### src/rtl/btb_pkg.sv
package btb_pkg;
    // Instructions are 4 bytes wide, so the two lowest address bits never select a slot.
    localparam int unsigned INSTR_BYTES = 4;
    localparam int unsigned ALIGN_SHIFT = 2;

    // Slot life-cycle phases, named in the brief.
    typedef enum logic {
        SLOT_EMPTY  = 1'b0,
        SLOT_FILLED = 1'b1
    } slot_state_e;
endpackage

### src/rtl/btb_index.sv
module btb_index #(
    parameter int unsigned ADDR_W = 32,
    parameter int unsigned IDX_W  = 4
) (
    input  logic [ADDR_W-1:0] pc,
    output logic [IDX_W-1:0]  idx
);
    logic [ADDR_W-1:0] shifted;

    assign shifted = pc >> btb_pkg::ALIGN_SHIFT;
    assign idx     = shifted[IDX_W-1:0];

    // The bits above the slot number matter only to the tag compare.
    logic unused_hi;
    assign unused_hi = ^shifted[ADDR_W-1:IDX_W];
endmodule

### src/rtl/btb_entry_array.sv
module btb_entry_array #(
    parameter int unsigned ADDR_W = 32,
    parameter int unsigned IDX_W  = 4
) (
    input  logic                clk,
    input  logic                rst_n,
    input  logic                wr_en,
    input  logic [IDX_W-1:0]    wr_idx,
    input  logic [ADDR_W-1:0]   wr_tag,
    input  logic [ADDR_W-1:0]   wr_tgt,
    input  logic [IDX_W-1:0]    rd_idx,
    output logic                rd_valid,
    output logic [ADDR_W-1:0]   rd_tag,
    output logic [ADDR_W-1:0]   rd_tgt
);
    import btb_pkg::*;

    localparam int unsigned DEPTH = 1 << IDX_W;

    slot_state_e       state_q [DEPTH];
    logic [ADDR_W-1:0] tag_q   [DEPTH];
    logic [ADDR_W-1:0] tgt_q   [DEPTH];
    logic [DEPTH-1:0]  sel;

    always_comb begin
        sel = '0;
        sel[wr_idx] = wr_en;
    end

    for (genvar g = 0; g < DEPTH; g++) begin : g_slot
        // State register: EMPTY on reset; any write leaves the slot FILLED.
        always_ff @(posedge clk or negedge rst_n) begin
            if (!rst_n) begin
                state_q[g] <= SLOT_EMPTY;
            end else begin
                unique case (state_q[g])
                    SLOT_EMPTY:  if (sel[g]) state_q[g] <= SLOT_FILLED;
                    SLOT_FILLED: state_q[g] <= SLOT_FILLED;
                    default:     state_q[g] <= SLOT_EMPTY;
                endcase
            end
        end

        // Payload: address and next address are replaced together.
        always_ff @(posedge clk) begin
            if (sel[g]) begin
                tag_q[g] <= wr_tag;
                tgt_q[g] <= wr_tgt;
            end
        end
    end

    assign rd_valid = (state_q[rd_idx] == SLOT_FILLED);
    assign rd_tag   = tag_q[rd_idx];
    assign rd_tgt   = tgt_q[rd_idx];
endmodule

### src/rtl/btb_lookup.sv
module btb_lookup #(
    parameter int unsigned ADDR_W = 32
) (
    input  logic [ADDR_W-1:0] pc,
    input  logic              slot_valid,
    input  logic [ADDR_W-1:0] slot_tag,
    input  logic [ADDR_W-1:0] slot_tgt,
    output logic              hit,
    output logic [ADDR_W-1:0] next_pc
);
    logic [ADDR_W-1:0] seq_pc;

    assign seq_pc = pc + ADDR_W'(btb_pkg::INSTR_BYTES);

    always_comb begin
        hit     = slot_valid && (slot_tag == pc);
        next_pc = hit ? slot_tgt : seq_pc;
    end
endmodule

### src/rtl/btb_predictor.sv
module btb_predictor #(
    parameter int unsigned ADDR_W = 32,
    parameter int unsigned IDX_W  = 4
) (
    input  logic              clk,
    input  logic              rst_n,
    input  logic [ADDR_W-1:0] fetch_pc,
    output logic [ADDR_W-1:0] pred_next,
    output logic              pred_hit,
    input  logic              upd_en,
    input  logic [ADDR_W-1:0] upd_pc,
    input  logic [ADDR_W-1:0] upd_next
);
    logic [IDX_W-1:0]  rd_idx;
    logic [IDX_W-1:0]  wr_idx;
    logic              slot_valid;
    logic [ADDR_W-1:0] slot_tag;
    logic [ADDR_W-1:0] slot_tgt;

    btb_index #(.ADDR_W(ADDR_W), .IDX_W(IDX_W)) u_rd_index (
        .pc  (fetch_pc),
        .idx (rd_idx)
    );

    btb_index #(.ADDR_W(ADDR_W), .IDX_W(IDX_W)) u_wr_index (
        .pc  (upd_pc),
        .idx (wr_idx)
    );

    btb_entry_array #(.ADDR_W(ADDR_W), .IDX_W(IDX_W)) u_array (
        .clk      (clk),
        .rst_n    (rst_n),
        .wr_en    (upd_en),
        .wr_idx   (wr_idx),
        .wr_tag   (upd_pc),
        .wr_tgt   (upd_next),
        .rd_idx   (rd_idx),
        .rd_valid (slot_valid),
        .rd_tag   (slot_tag),
        .rd_tgt   (slot_tgt)
    );

    btb_lookup #(.ADDR_W(ADDR_W)) u_lookup (
        .pc         (fetch_pc),
        .slot_valid (slot_valid),
        .slot_tag   (slot_tag),
        .slot_tgt   (slot_tgt),
        .hit        (pred_hit),
        .next_pc    (pred_next)
    );
endmodule

### config.mk
export PLATFORM = sky130hd
export DESIGN_NAME = btb_predictor
export DESIGN_NICKNAME = d
export VERILOG_FILES = /design/src/rtl/btb_pkg.sv /design/src/rtl/btb_index.sv /design/src/rtl/btb_entry_array.sv /design/src/rtl/btb_lookup.sv /design/src/rtl/btb_predictor.sv
export SDC_FILE = /design/constraint.sdc
export NUM_CORES = 1
export LEC_CHECK = 0
export BUFFER_PORTS_ARGS = -buffer_cell sky130_fd_sc_hd__clkbuf_2
export CORE_MARGIN = 2
export CORE_UTILIZATION = 35
export CTS_CLUSTER_DIAMETER = 80
export DETAILED_ROUTE_END_ITERATION = 7
export PLACE_DENSITY_LB_ADDON = 0.15
export SLEW_MARGIN = 0
export SYNTH_ARGS = -nofsm -noshare
export SYNTH_HDL_FRONTEND = slang
export SYNTH_SLANG_ARGS = --single-unit
### constraint.sdc
create_clock -name clk -period 3.4 [get_ports clk]
set_clock_uncertainty 0.1 [all_clocks]
set_input_delay 0.17 -clock clk [delete_from_list [all_inputs] [get_ports clk]]
set_output_delay 0.17 -clock clk [all_outputs]
set_load 0.1 [all_outputs]
==> metrics.txt, run 1 <==
TritonCTS Sinks=around 1.0k; CP Depth=12; Syn Std Cell Area=between 40000 and 50000 um2; first-pass GRT wire length=around 170 mm; Clock Path Buffers=3; Worst R2R Start=u_array.state_q[14]$_DFF_PN0_; Post-synth EDFFs=approximately 1.0k; Area growth syn-to-layout=22.5%; die footprint=roughly 120000 um2; Worst Hold Path Cells=1; hold crit path type=in -> reg; synth unique cells=69; Least-Margin Pin Slew=around 0.86 ns; Routed Antenna Nets=0; Startpoint Class=flop; Root Buffer=clkbuf_16; Yosys top cell area share=74.2%; post-synthesis register bit count=about 1.0k; H-tree levels=3; Pre-antenna DRT Iters=5; Final min period=4.40 ns; CP max-delay cell=mux4_2; Setup TNS Final=-31.98 ns; max-cap check violation count=0; antenna violations before repair=17; Worst path max stage delay=0.48 ns; ranking of synthesized cells by area=edfxtp_1 74%, mux4_2 14%, mux2i_1 1.8%; WHS=roughly 0.073 ns; VDD IR max=approximately 0.48 mV; # setup viols final=33; Worst EP required=roughly 3.1 ns; Top Family by Delay on Critical Path=multiplexers; CP arrival=4.13 ns; detailed placement HPWL=roughly 73 mm; share of layout cells above drive strength 1=between 30% and 40%; iteration-0 DRC count of the detailed router=~1.8k; Leak=around 17 nW; Vias per Instance=5.32; core area=between 100000 and 150000 um2; Post-Syn Instances=about 1.9k; WP buf/inv=4; largest net degree at the start of global routing=56; kind of critical path=reg -> out; Rows=roughly 130; Yosys top cell by area=edfxtp_1; worst hold path startpoint=upd_pc[3]; GPL Wtd Cong=slightly above 0.8; vias=21.1k; nature of the critical path endpoint=output port; Clk Latency, worst-skew pair=roughly 0.70 ns; io pins=about 130; total gr overflow=0; Mapped Avg Cell Area=between 20 and 25 um2; PD cells=567 nW/um2; crit-path max FO=7; Final WS setup=-1.00 ns; Syn Nets=1990; Yosys Warn Count=0; status=finished with violations; Nets=~2.4k; Synth Flop Type=edfxtp_1; Slew Limit Fails=0; WL/cell=~30 um; vias in the first global route=22.1k; die width=~350 um; Post-synth ARST share=1.54%; RSZ-0062 raised after global routing=true; Final period util=130%; Die Y-Extent=348 um; remaining routing DRC violations=0; relative slew slack=a little over two fifths; register area share after synthesis=75.2%; CTS buffer count=approximately 110; clock slew at reported path FFs=around 0.060 ns; CP Launch Point=u_array.tag_q[14][11]$_DFFE_PP_; Starting Density=between 30% and 40%; reg2reg path depth=1; PortBufs=about 130; total wire length=~120 mm; fmax=about 230 MHz; CTS tree=yes; final hold violation count=0; worst-path cell chain=mux4_2 -> mux2_4 -> buf_4 -> a222oi_1 -> and4b_1 -> a31oi_2 -> nor4_2 -> and4_4 -> buf_12 -> clkbuf_16 -> mux2_4 -> buf_12; failing checks=negative setup slack; gr usage total=about a fifth
through the flow:
step	instances	setup WS [ns]	cell area, um2	total power [mW]	util, %
4_1_cts	3959	-1.07	50700	29.1	43.1
5_1_grt	3964	-1.14	50800	29.7	43.1
2_1_floorplan	1890	-0.583	41500	15.9	-
3_5_place_dp	3677	-0.588	46300	16.9	39.3
6_report	3965	-1.00	50800	28.8	43.1
3_3_place_gp	3677	-0.638	46300	16.9	39.3
cell usage in the layout (no fill, tap or decap), types with 5 or more instances in the layout:
cell / count
edfxtp_1: 1024
mux4_2: 263
buf_4: 186
clkbuf_16: 115
clkbuf_2: 95
mux2i_1: 73
buf_12: 73
dlygate4sd3_1: 65
xnor2_1: 40
mux2_4: 34
clkbuf_1: 32
nand2_1: 29
nor2_1: 27
nand3_1: 25
mux2_2: 24
clkinv_2: 21
or2_2: 19
clkinv_1: 19
o21ai_0: 16
dfrtp_1: 16
o22ai_1: 15
xor2_1: 13
nor2_4: 12
inv_1: 11
a21oi_1: 11
bufinv_16: 10
nor3_1: 9
nand4_1: 9
nand2b_1: 8
nand3b_1: 7
and3_1: 6
nor3b_1: 6
diode_2: 5
nor2b_1: 5
clkbuf_8: 5
path summary, 6_finish.rpt:
kind                                            endpoint  slack, ns
setup / recovery                           pred_next[23]      -1.00
hold / removal             u_array.tag_q[5][3]$_DFFE_PP_       0.07
setup reg to reg           u_array.state_q[14]$_DFF_PN0_       2.51
hold reg to reg            u_array.state_q[10]$_DFF_PN0_       0.37
max in group asynchronous   u_array.state_q[9]$_DFF_PN0_       2.09
min in group asynchronous   u_array.state_q[6]$_DFF_PN0_       0.59
synthesized netlist by cell type (4+ instances only):
cell	count
clkbuf_1	38
buf_1	16
mux2_4	30
nor2b_1	5
buf_4	13
o21ai_0	17
a32o_1	4
nor2_1	39
nand3b_1	7
nand3_1	25
nor3_1	13
xnor2_1	40
a221oi_1	4
dfrtp_1	16
mux2i_1	74
a31oi_1	4
a21oi_1	11
buf_6	8
inv_1	12
mux4_2	263
buf_2	26
o22ai_1	16
and3_1	6
nor3b_1	6
nor4_1	4
nand2_1	29
nand2b_1	8
mux2_2	28
or2_2	19
nand4_1	9
xor2_1	13
edfxtp_1	1024
cells by family (layout without fill, tap and decap cells):
kind of cell | after synthesis | count (layout) | share of synthesized area [%]
and+or+nand+nor | 184 | 184 | 2.35
other | 0 | 5 | 0
AOI/OAI and AO/OA | 97 | 97 | 1.76
DFF | 1040 | 1040 | 75.2
buffers and inverters | 118 | 652 | 1.53
muxes | 397 | 397 | 18.1
adders and majority gates | 1 | 1 | 0.0302
xor gates and xnor gates | 53 | 53 | 1.12
layer usage:
metal,wire length (um),global-route usage [%]
met5,143,0
met4,2730,5.00
met3,7680,4.32
met2,56300,31.1
met1,52600,27.7
registers in the layout, indices dropped and copies added (netlist names):
register / count
u_array.tag_q: 512
u_array.tgt_q: 512
u_array.state_q: 16
power by group:
| group | leakage [nW] | total [mW] | switching, mW | internal [mW] |
|---|---|---|---|---|
| Sequential | 9.41 | 14.4 | 0.0696 | 14.4 |
| Combinational | 5.44 | 2.25 | 1.30 | 0.959 |
| Clock | 1.80 | 12.1 | 5.05 | 7.05 |
final cells by class:
cell class	count	area (um2)
diodes	5	12.5
clock buffers	151	3040
clock inverters	61	637
fillers	10100	67000
inverters	14	55.1
multi-input cells	732	9860
flip-flops and latches	1040	31100
well taps	1536	1920
repair buffers	426	4100
what timing repair did:
action / in CTS / in global routing
hold buffers: 65 / 0
gates cloned: 1 / 1
endpoints found under the hold margin: 1010 / 0
endpoints found under the setup margin: 33 / 33
pin swaps: 5 / 0
gates resized for setup: 14 / 4
buffers inserted: 4 / 0
Power figures use the tool's default switching activity.
==> inputs of run 2 (changes only) <==
--- a/config.mk
+++ b/config.mk
@@ -15,3 +15,4 @@
 export SYNTH_ARGS = -nofsm -noshare
 export SYNTH_HDL_FRONTEND = slang
 export SYNTH_SLANG_ARGS = --single-unit
+export TNS_END_PERCENT = 50
==> constraint.sdc (replaced) <==
create_clock -name clk -period 3.4 [get_ports clk]
set_clock_uncertainty 0.1 [all_clocks]
set_input_delay 0.17 -clock clk [delete_from_list [all_inputs] [get_ports clk]]
set_output_delay 0.17 -clock clk [all_outputs]
set_load 0.02 [all_outputs]
==> run 2 against run 1 <==
Largest power group unchanged. Sequential power is essentially flat. Largest cell class unchanged. Setup slack gained 0.091 ns. Count of clock-buffer cells in the layout shrank 15. Combinational power shrank 9%. The run still ends with negative setup slack left.
==> metrics.txt, run 2 (same netlist as run 1, synthesis figures left out) <==
Clk Latency, worst-skew pair=about 0.70 ns; RSZ-0062 raised after global routing=true; die footprint=approximately 120000 um2; Worst path max stage delay=between 0.4 and 0.5 ns; Slew Limit Fails=0; worst-path cell chain=mux2_4 -> or4_4 -> a31o_1 -> a2111oi_4 -> o2111ai_2 -> a2111oi_2 -> and4_4 -> buf_12 -> buf_12 -> mux2_4 -> buf_8; Routed Antenna Nets=0; share of layout cells above drive strength 1=36.5%; Nets=2414; total gr overflow=0; Reg power frac=50.4%; vias=approximately 21k; Final period util=127%; die width=348 um; clock share of power=a little over two fifths; relative slew slack=between 40% and 50%; # setup viols final=33; PD cells=around 570 nW/um2; kind of critical path=reg -> out; Least-Margin Pin Slew=approximately 0.83 ns; crit-path max FO=7; WHS=roughly 0.065 ns; core area=approximately 120000 um2; WL/cell=just over 30 um; DP Cell Count=~3.7k; max-cap check violation count=0; nature of the critical path endpoint=output port; Comb power frac=around 7%; final hold violation count=0; Area growth syn-to-layout=21.4%; CP arrival=~4.0 ns; first-pass GRT wire length=171 mm; non-filler cells, final=~3.9k; filler cell count=10.2k; Worst EP required=around 3.1 ns; failing checks=negative setup slack; Die Y-Extent=348 um; Finished Core Util=42.7%; Vias per Instance=5.35; Setup TNS Final=-28.52 ns; hold crit path type=in -> reg; Largest regs=u_array.tag_q (512), u_array.tgt_q (512), u_array.state_q (16); Pre-antenna DRT Iters=5; total wire length=~120 mm; Sw Pwr=between 6 and 7 mW; design area=slightly above 50000 um2; CP max-delay cell=a2111oi_4; detailed placement HPWL=between 70 and 80 mm; Placed Area=roughly 46000 um2; fmax=around 230 MHz; Startpoint Class=flop; PortBufs=between 100 and 150; pre-CTS WS=-0.672 ns; Rows=between 100 and 150; largest net degree at the start of global routing=55; Final Power=28.7 mW; clock slew at reported path FFs=about 0.06 ns; Root Buffer=clkbuf_16; CTS buffer count=113; Internal Power=22.4 mW; Final min period=~4.3 ns; remaining routing DRC violations=0; Leak=16.4 nW; iteration-0 DRC count of the detailed router=around 2.2k; GPL Wtd Cong=about 0.83; antenna violations before repair=12; H-tree levels=3; commonest non-fill, non-tap cell in the layout=edfxtp_1; Clock Path Buffers=3; status=finished with violations; most frequent cells in the layout=1024 x edfxtp_1, 263 x mux4_2, 176 x buf_4; TritonCTS Sinks=approximately 1.0k; vias in the first global route=roughly 22k; Final WS setup=-0.913 ns; Starting Density=between 30% and 40%; VDD IR max=0.438 mV; Net Sw Frac=about 22%; gr usage total=roughly 20%; CTS tree=yes; io pins=132
run 2: cell count changes in the layout (fill, tap and decap cells not counted), sizes merged:
cell / before / now
clkbuf: 247 / 246
diode: 5 / 1
buf: 265 / 239
inv: 18 / 20
bufinv: 10 / 12
clkinv: 45 / 48
dlygate4sd3: 65 / 64
clkinvlp: 2 / 6
run 2: per-layer routing:
metal	up-vias	share of wire, %	global-route usage (%)
met1	11500	45	28.5
met5	-	0.075	0
met4	14	1.7	3.70
li1	8841	-	-
met3	148	5.7	3.93
met2	595	48	32.0
run 2: final cells by class:
class                      count  area [um2]  share of cell area, %
clock buffer                 136        2950                   5.86
sequential                  1040       31100                   61.9
clock inverter                72         749                   1.49
inverter                      14        55.1                  0.109
tap                         1536        1920                   3.82
multi-input combinational    732        9850                   19.6
timing repair buffer         413        3630                   7.21
antenna                        1        2.50                0.00497
run 2: critical path, delay by kind of cell (launching register included):
family | cells | cell delay [ns]
muxes | 2 | 0.61
AOI/OAI and AO/OA | 4 | 1.17
buffers and inverters | 3 | 0.45
DFF | 1 | 0.37
and+or+nand+nor | 2 | 0.71
run 2: path summary, 6_finish.rpt:
kind / from / end / slack, ns / depth (start not counted)
setup / recovery: u_array.tag_q[3][25]$_DFFE_PP_ / pred_next[25] / -0.91 / 11
hold / removal: upd_pc[3] / u_array.tag_q[11][3]$_DFFE_PP_ / 0.07 / 1
setup reg to reg: u_array.state_q[3]$_DFF_PN0_ / u_array.state_q[3]$_DFF_PN0_ / 2.50 / 1
hold reg to reg: u_array.state_q[12]$_DFF_PN0_ / u_array.state_q[12]$_DFF_PN0_ / 0.36 / 1
max in group asynchronous: rst_n / u_array.state_q[9]$_DFF_PN0_ / 2.09 / 3
min in group asynchronous: rst_n / u_array.state_q[3]$_DFF_PN0_ / 0.58 / 3
run 2: power by group through the flow:
stage	sequential, mW	combinational, mW	clock (mW)
after floorplan	14.7	1.02	0
after global placement	14.7	1.96	0
after detailed placement	14.7	1.97	0
after CTS	14.5	2.06	12.5
after global routing	14.5	2.18	12.9
final	14.5	2.05	12.2
run 2: timing repair:
action	4_1_cts	5_1_grt
pin swaps	7	5
endpoints found under the setup margin	33	33
endpoints found under the hold margin	1008	0
buffers inserted	5	2
cloned	1	1
hold buffers	64	0
gates resized for setup	20	49
==> inputs of run 3 (changes only) <==
--- a/config.mk
+++ b/config.mk
@@ -5,6 +5,7 @@
 export SDC_FILE = /design/constraint.sdc
 export NUM_CORES = 1
 export LEC_CHECK = 0
+export ABC_AREA = 1
 export BUFFER_PORTS_ARGS = -buffer_cell sky130_fd_sc_hd__clkbuf_2
 export CORE_MARGIN = 2
 export CORE_UTILIZATION = 35
==> run 3 against run 2 <==
The flow now finishes without violations. Count of clock-buffer cells in the layout down 1. Routed wire length grew 14%. Total power shrank 3.8%. Critical path depth grew 4. Die area grew 4.1%. Cell area rose by 1.0%. Area after synthesis increased by 4.1%. Combinational power rose by 6%. Non-clock buffer count down 70. Register-to-register slack improved by 0.02 ns. Final cell count grew 44%. Via count is 38% higher. Critical path type unchanged.
==> metrics.txt, run 3 <==
fmax=303 MHz; Routed Antenna Nets=0; design area=about 51000 um2; Clk Latency, worst-skew pair=approximately 0.68 ns; Final WS setup=between 0.09 and 0.1 ns; iteration-0 DRC count of the detailed router=just over 3k; core area=approximately 120000 um2; most frequent cell after synthesis=edfxtp_1; Synth Flop Type=edfxtp_1; synth unique cells=33; CTS tree=yes; Post-synth EDFFs=roughly 1.0k; Pre-antenna DRT Iters=7; Yosys top cell area share=a little under three quarters; Comb power frac=~7.9%; clock slew at reported path FFs=about 0.06 ns; Slew Limit Fails=0; die footprint=roughly 130000 um2; Worst Hold Path EP=u_array.tgt_q[14][3]$_DFFE_PP_; VDD IR max=around 0.42 mV; # setup viols final=0; CTS buffer count=108; PortBufs=approximately 130; RSZ-0062 raised after global routing=true; Clock Path Buffers=3; vias in the first global route=around 27k; TritonCTS Sinks=about 1.0k; share of layout cells above drive strength 1=between 10 and 15%; WHS=0.333 ns; crit-path max FO=16; Internal Power=approximately 21 mW; remaining routing DRC violations=0; Setup TNS Final=0 ns; Syn Nets=roughly 3.8k; reg2reg path depth=1; gr usage total=21.4%; ranking of synthesized cells by area=edfxtp_1 71%, nand2_1 6.9%, nor2_1 4.6%; Yosys Warn Count=0; GPL Wtd Cong=0.904; nature of the critical path endpoint=output port; Final Power=between 20 and 30 mW; WL/cell=24.2 um; Placed Area=~47000 um2; DP Cell Count=around 5.4k; Net Sw Frac=23.7%; filler cell count=~12k; Root Buffer=clkbuf_16; Starting Density=approximately 35%; Worst Hold Path Cells=2; status=finished, final reports clean; Syn Std Cell Area=43200 um2; antenna violations before repair=12; vias=about 30k; Nets=between 4k and 5k; total gr overflow=0; die width=between 300 and 400 um; FF-to-FF End=u_array.state_q[15]$_DFF_PN0_; most frequent cells in the layout=1024 x edfxtp_1, 762 x nand2_1, 511 x nor2_1; Leak=18.8 nW; Die Y-Extent=between 300 and 400 um; register area share after synthesis=72.2%; worst hold path startpoint=upd_next[3]; Largest regs=u_array.tag_q (512), u_array.tgt_q (512), u_array.state_q (16); synth cell count leaders=1024 x edfxtp_1, 788 x nand2_1, 532 x nor2_1; pre-CTS WS=around 0.2 ns; Rows=between 100 and 150; post-synthesis register bit count=1040; Final min period=3.30 ns; Final period util=between 90% and 100%; Area growth syn-to-layout=17.8%; commonest non-fill, non-tap cell in the layout=edfxtp_1; non-filler cells, final=~5.7k; Reg power frac=roughly 52%; H-tree levels=3; relative slew slack=roughly 27%; PD cells=about 540 nW/um2; Worst EP required=around 3.1 ns; Post-synth ARST share=between 1.5 and 2%; CP Launch Point=u_array.tag_q[2][27]$_DFFE_PP_; largest net degree at the start of global routing=roughly 90; Least-Margin Pin Slew=around 1.1 ns; kind of critical path=reg -> out; Yosys top cell by area=edfxtp_1; clock share of power=about two fifths; hold crit path type=in -> reg; first-pass GRT wire length=approximately 200 mm; Worst R2R Start=u_array.state_q[15]$_DFF_PN0_; Startpoint Class=flop; Post-Syn Instances=about 3.7k; detailed placement HPWL=approximately 78 mm; Sw Pwr=about 6.5 mW; total wire length=between 100 and 150 mm; io pins=roughly 130; Vias per Instance=between 5 and 6; final hold violation count=0; max-cap check violation count=0; flop2flop setup slack=around 2.5 ns; Finished Core Util=between 40% and 50%; CP arrival=3.03 ns; Mapped Avg Cell Area=about 12 um2
-- run 3: what timing repair did --
action                                 4_1_cts  5_1_grt
endpoints found under the hold margin     1049        0
gates resized for setup                      4      124
cloned                                       0        3
setup endpoints to repair                   28       32
buffers inserted                             1        4
hold buffers                                67        0
pin swaps                                    1       16
-- run 3: layout make-up --
| cell class | count | area, um2 | area share, % |
|---|---|---|---|
| Antenna cell | 3 | 7.51 | 0.0148 |
| Clock buffer | 135 | 2830 | 5.56 |
| Clock inverter | 55 | 378 | 0.743 |
| Inverter | 277 | 1060 | 2.09 |
| Multi-Input combinational cell | 2207 | 10300 | 20.3 |
| Sequential cell | 1040 | 31100 | 61.3 |
| Tap cell | 1625 | 2030 | 4.00 |
| Timing Repair Buffer | 343 | 3040 | 5.98 |
-- run 3: cells by family (layout without fill, tap and decap cells) --
group / count (synthesis) / after routing / share of synthesized area (%)
buf+inv: 485 / 810 / 4.62
simple gates: 1601 / 1601 / 14.8
xor+xnor: 28 / 28 / 0.568
fa+ha+maj: 1 / 1 / 0.0290
compound gates: 577 / 577 / 7.77
other cells: 0 / 3 / 0
flops: 1040 / 1040 / 72.2
-- run 3: worst max path at each step --
stage | end | slack (ns) | depth (start not counted)
floorplan | u_array.tag_q[10][0]$_DFFE_PP_ | -0.30 | 3
global placement | pred_next[20] | 0.21 | 24
detailed placement | pred_next[18] | 0.20 | 20
CTS | pred_next[18] | 0.01 | 19
global route | pred_next[1] | -0.03 | 19
finish | pred_next[15] | 0.1 | 15
-- run 3: routing by layer --
layer	vias up	part of all wire, %	global-route usage [%]
met5	-	0.092	0
met4	20	2.0	4.58
li1	13500	-	-
met2	874	45	33.0
met3	193	7.1	4.61
met1	14600	46	31.1
-- run 3: worst max-delay path, cell delays in order, from the launching register on --
cell and delay [ns]:
edfxtp_1 0.36, nor2_1 0.09, nor2_1 0.04, o21ai_0 0.11, nand3_1 0.11, nand3_1 0.22, nand3_1 0.11, nand2_1 0.11
nand2_1 0.06, nor2_1 0.12, nand2_1 0.11, nor2_4 0.12, nand2_2 0.07, buf_12 0.16, o21ai_1 0.30, clkbuf_2 0.24
-- run 3: power groups by stage --
stage	Clock [mW]	Sequential [mW]	Combinational, mW
2_1_floorplan	0	14.7	1.06
3_3_place_gp	0	14.7	2.06
3_5_place_dp	0	14.7	2.06
4_1_cts	11.2	14.4	2.14
5_1_grt	11.7	14.4	2.37
6_report	11.0	14.4	2.17
